**src/rtl/sld_pkg.sv**
```systemverilog
package sld_pkg;

    localparam int SLD_WIDTH = 32;

    typedef logic [SLD_WIDTH-1:0] sld_word_t;

    typedef enum logic [1:0] {
        SLD_RESET = 2'b00,
        SLD_SHIFT = 2'b01
    } sld_op_e;

endpackage

```
**src/rtl/sld_shift_stage.sv**
```systemverilog
module sld_shift_stage #(
    parameter int WIDTH = sld_pkg::SLD_WIDTH
) (
    input  logic             clk,
    input  logic             rst,
    input  logic             sdi,
    output logic [WIDTH-1:0] next_o,
    output logic [WIDTH-1:0] stages_o,
    output logic             sdo
);
    import sld_pkg::*;

    localparam int TOP = WIDTH - 1;

    typedef struct packed {
        logic [WIDTH-1:0] bits;
    } shift_state_t;

    shift_state_t st_d, st_q;
    sld_op_e      op;

    always_comb begin
        op = rst ? SLD_RESET : SLD_SHIFT;
        st_d = st_q;
        case (op)
            SLD_RESET: st_d.bits = '0;
            default:   st_d.bits = {st_q.bits[TOP-1:0], sdi};
        endcase
    end

    always_ff @(posedge clk) begin
        st_q <= st_d;
    end

    assign next_o   = st_d.bits;
    assign stages_o = st_q.bits;
    assign sdo      = st_q.bits[TOP];

endmodule

```
**src/rtl/sld_latch_bank.sv**
```systemverilog
module sld_latch_bank #(
    parameter int WIDTH = sld_pkg::SLD_WIDTH
) (
    input  logic             clk,
    input  logic             rst,
    input  logic             load,
    input  logic [WIDTH-1:0] next_i,
    output logic [WIDTH-1:0] latch_o
);
    typedef struct packed {
        logic [WIDTH-1:0] bits;
    } latch_state_t;

    latch_state_t lat_d, lat_q;

    always_comb begin
        lat_d = lat_q;
        if (load) begin
            lat_d.bits = next_i;
        end
        if (rst) begin
            lat_d.bits = '0;
        end
    end

    always_ff @(posedge clk) begin
        lat_q <= lat_d;
    end

    assign latch_o = lat_q.bits;

endmodule

```
**src/rtl/sld_blank_gate.sv**
```systemverilog
module sld_blank_gate #(
    parameter int WIDTH = sld_pkg::SLD_WIDTH
) (
    input  logic             blank,
    input  logic [WIDTH-1:0] latch_i,
    output logic [WIDTH-1:0] dout
);
    for (genvar k = 0; k < WIDTH; k++) begin : g_bit
        assign dout[k] = latch_i[k] & ~blank;
    end

endmodule

```
**src/rtl/serial_latch_driver.sv**
```systemverilog
module serial_latch_driver #(
    parameter int WIDTH = sld_pkg::SLD_WIDTH
) (
    input  logic             clk,
    input  logic             rst,
    input  logic             sdi,
    input  logic             strobe,
    input  logic             blank,
    output logic [WIDTH-1:0] dout,
    output logic             sdo
);
    logic [WIDTH-1:0] next_w;
    logic [WIDTH-1:0] shift_w;
    logic [WIDTH-1:0] latch_w;

    sld_shift_stage #(.WIDTH(WIDTH)) u_shift (
        .clk      (clk),
        .rst      (rst),
        .sdi      (sdi),
        .next_o   (next_w),
        .stages_o (shift_w),
        .sdo      (sdo)
    );

    sld_latch_bank #(.WIDTH(WIDTH)) u_latch (
        .clk     (clk),
        .rst     (rst),
        .load    (strobe),
        .next_i  (next_w),
        .latch_o (latch_w)
    );

    sld_blank_gate #(.WIDTH(WIDTH)) u_gate (
        .blank   (blank),
        .latch_i (latch_w),
        .dout    (dout)
    );

endmodule

```
**config.mk**
```make
export PLATFORM = sky130hd
export DESIGN_NAME = serial_latch_driver
export DESIGN_NICKNAME = d
export VERILOG_FILES = /design/src/rtl/sld_pkg.sv /design/src/rtl/sld_shift_stage.sv /design/src/rtl/sld_latch_bank.sv /design/src/rtl/sld_blank_gate.sv /design/src/rtl/serial_latch_driver.sv
export SDC_FILE = /design/constraint.sdc
export NUM_CORES = 1
export LEC_CHECK = 0
export BUFFER_PORTS_ARGS = -buffer_cell sky130_fd_sc_hd__buf_4
export CAP_MARGIN = 20
export CORE_MARGIN = 5
export CORE_UTILIZATION = 58
export CTS_BUF_LIST = sky130_fd_sc_hd__clkbuf_16
export CTS_CLUSTER_SIZE = 30
export DETAILED_ROUTE_END_ITERATION = 10
export PLACE_DENSITY = 0.82
export SLEW_MARGIN = 0
export SYNTH_ARGS = -nofsm -noshare
export SYNTH_HDL_FRONTEND = slang
export SYNTH_SLANG_ARGS = --single-unit
```
**constraint.sdc**
```tcl
create_clock -name clk -period 1.85 [get_ports clk]
set_input_delay 0.0925 -clock clk [delete_from_list [all_inputs] [get_ports clk]]
set_output_delay 0.0925 -clock clk [all_outputs]
set_load 0.05 [all_outputs]
```
==> impl_metrics.csv <==
group,metric,value,unit
power,vdd_drop_max,0.0008149,V
detailed_routing,firstDrtPassIters,4,
floorplanning,die-area,5224,sq um
power,p_seq_frac,0.460,
power,powerDensity,1101,nW/um^2
cts,post_cts_buffers,0,
critical_path,crit-reg2reg-launch,"u_latch.latch_o[8]",
detailed_routing,wl_per_cell,12.31,microns
cts,cts_num_sinks,64,
critical_path,crit_start,"u_latch.latch_o[14]",
floorplanning,die_height,72.28,microns
power,p_leak,0.001243,uW
critical_path,cp.required,1.76,ns
grt,grt_max_degree,65,
sta,grt_setup_unrepaired,"false",
critical_path,crit_type,"register to output pin",
sta,finalHoldViolations,0,
detailed_routing,drcViolationCount,0,
logic_synthesis,synth.distinct_cells,7,
sta,setup_viol,0,
critical_path,start_kind,"register",
logic_synthesis,synth_nets,211,
cells_and_area,area_growth,22.25,%
sta,max_freq,0.8660,GHz
cells_and_area,layout_common_cells,"64 x nor2b_1, 64 x dfxtp_1, 37 x buf_4, 32 x mux2i_1, 32 x nor2_1",
floorplanning,die_x,72.28,microns
critical_path,reg2reg_slack,1.13,ns
critical_path,crit_end,"dout[14]",
logic_synthesis,synth_seq_area_share,0.5695,
cts,cts_tree,"built",
sta,layout_worst_path_cycle_share,0.6242,
cts,clk_pin_slew,0.05,ns
place,io_buffers,37,
cts,clk_path_buf_depth,2,
place,placedCellCount,277,
logic_synthesis,ys.warnings.count,0,
logic_synthesis,netlist_area,2250,sq um
min_path,hold_class,"input port to register",
power,internal_power,2431,uW
grt,grt_pass1_wl,6196,microns
critical_path,cp.arrival,1.06,ns
critical_path,worstPathMaxFanout,2,
grt,grt_pass1_vias,1427,
power,swShare,0.1968,
floorplanning,ios,38,
sta,tightest_slew,0.5787,ns
grt,overflow,0,
critical_path,critPathCaptureType,"output pin",
status,status,"finished clean",
logic_synthesis,syn_avg_cell_area,10.92,sq um
power,pwr-share-comb,0.029,
cells_and_area,stdcell_count,294,
cells_and_area,n_fill_cell,279,
logic_synthesis,synthCells,206,
detailed_routing,drtAntennaViolNets,0,
power,clkPwrFrac,0.512,
detailed_routing,drt-total-wl,3620,microns
place,place_hpwl,2099,microns
sta,period_minus_slack,1.155,ns
floorplanning,core_area,3716,sq um
floorplanning,start_util,0.6054,
sta,skew,0.005071,ns
sta,setup_tns,0,ns
grt,grt_antenna_before_repair,0,
power,switching_power,595.7,uW
grt,grtUsageTotal,0.1593,
cells_and_area,final_net_count,246,
detailed_routing,first_iter_violations,50,
sta,slew_headroom,0.6142,
critical_path,worstRegToRegCells,2,
cells_and_area,diodes,0,
logic_synthesis,ys_ff_latch,64,
cts,numCtsBuffers,9,
critical_path,rr_endpoint,"u_latch.latch_o[8]",
power,power,3027,uW
cells_and_area,drive_gt1_frac,0.1992,
detailed_routing,vias_per_cell,4.806,
cts,clk-insertion-delay-late,0.32,ns
cts,root_buffer,"clkbuf_16",
cts,htree_levels,3,
floorplanning,rows,22,
detailed_routing,vias,1413,
sta,drv_slew,0,
place,place_congestion,0.6826,
job,maxCapViolCount,0,
[power groups by stage]
| stage | registers (uW) | clock network (uW) | logic (uW) |
|---|---|---|---|
| floorplan | 1420 | 0 | 89.0 |
| global placement | 1420 | 0 | 86.4 |
| detailed placement | 1420 | 0 | 86.3 |
| CTS | 1390 | 1590 | 88.0 |
| global route | 1390 | 1660 | 94.5 |
| finish | 1390 | 1550 | 86.7 |
[repair_timing]
action                                 in CTS  in global routing
resized for setup                           0                  0
hold buffers                                1                  0
endpoints found under the hold margin       1                  0
[cells in the mapped netlist]
library cell,number,share of area
mux2i_1,32,0.14
buf_12,3,0.027
buf_2,9,0.020
nor2b_1,64,0.18
dfxtp_1,64,0.57
buf_6,2,0.010
nor2_1,32,0.053
[flip-flops by register name, indices dropped and copies added (netlist names)]
register and cells:
u_latch.latch_o 32, u_shift.stages_o 32
[metrics by stage]
step | setup slack [ns] | hold slack (ns) | area, sq um | util
final | 0.6953 | 0.2456 | 2750 | 0.7401
after global routing | 0.6622 | 0.2785 | 2750 | 0.7401
after CTS | 0.7031 | 0.2515 | 2750 | 0.7401
after detailed placement | 0.8169 | 0.3294 | 2460 | 0.6620
after global placement | 0.8639 | 0.3171 | 2460 | 0.6620
after floorplan | 0.7401 | 0.2207 | 2250 | -
[logic make-up after synthesis]
logic type	synth area share
simple gates	0.2314
flops	0.5695
mux	0.1424
buf+inv	0.05673
[how the worst min path moves through the flow]
stage	start	endpoint	cells after the start
6_report	rst	u_latch.latch_o[25]	2
4_1_cts	rst	u_latch.latch_o[26]	2
3_3_place_gp	sdi	u_shift.stages_o[0]	2
5_1_grt	rst	u_latch.latch_o[26]	2
3_5_place_dp	sdi	u_shift.stages_o[0]	2
2_1_floorplan	sdi	u_shift.stages_o[0]	1
[routing by layer]
layer | vias up | GRT usage | wire, microns
met5 | - | 0 | 0
met3 | 9 | 0.09003 | 236
met4 | 0 | 0.07307 | 51
met1 | 660 | 0.1661 | 1535
met2 | 24 | 0.2599 | 1797
li1 | 720 | - | -
[critical path, cell delays in order, from the launching register on]
cell     delay [ns]
dfxtp_1        0.32
nor2b_1        0.19
buf_4          0.23
[area by class of cell]
type	count	area, sq um	area share
timing repair buffer	38	287.8	0.1046
clock buffer	9	225.2	0.08189
multi-input combinational	128	840.8	0.3057
tap	48	60.06	0.02184
sequential	64	1281	0.4659
clock inverter	7	55.05	0.02002
Note: power is estimated with default switching activity, not from simulation.
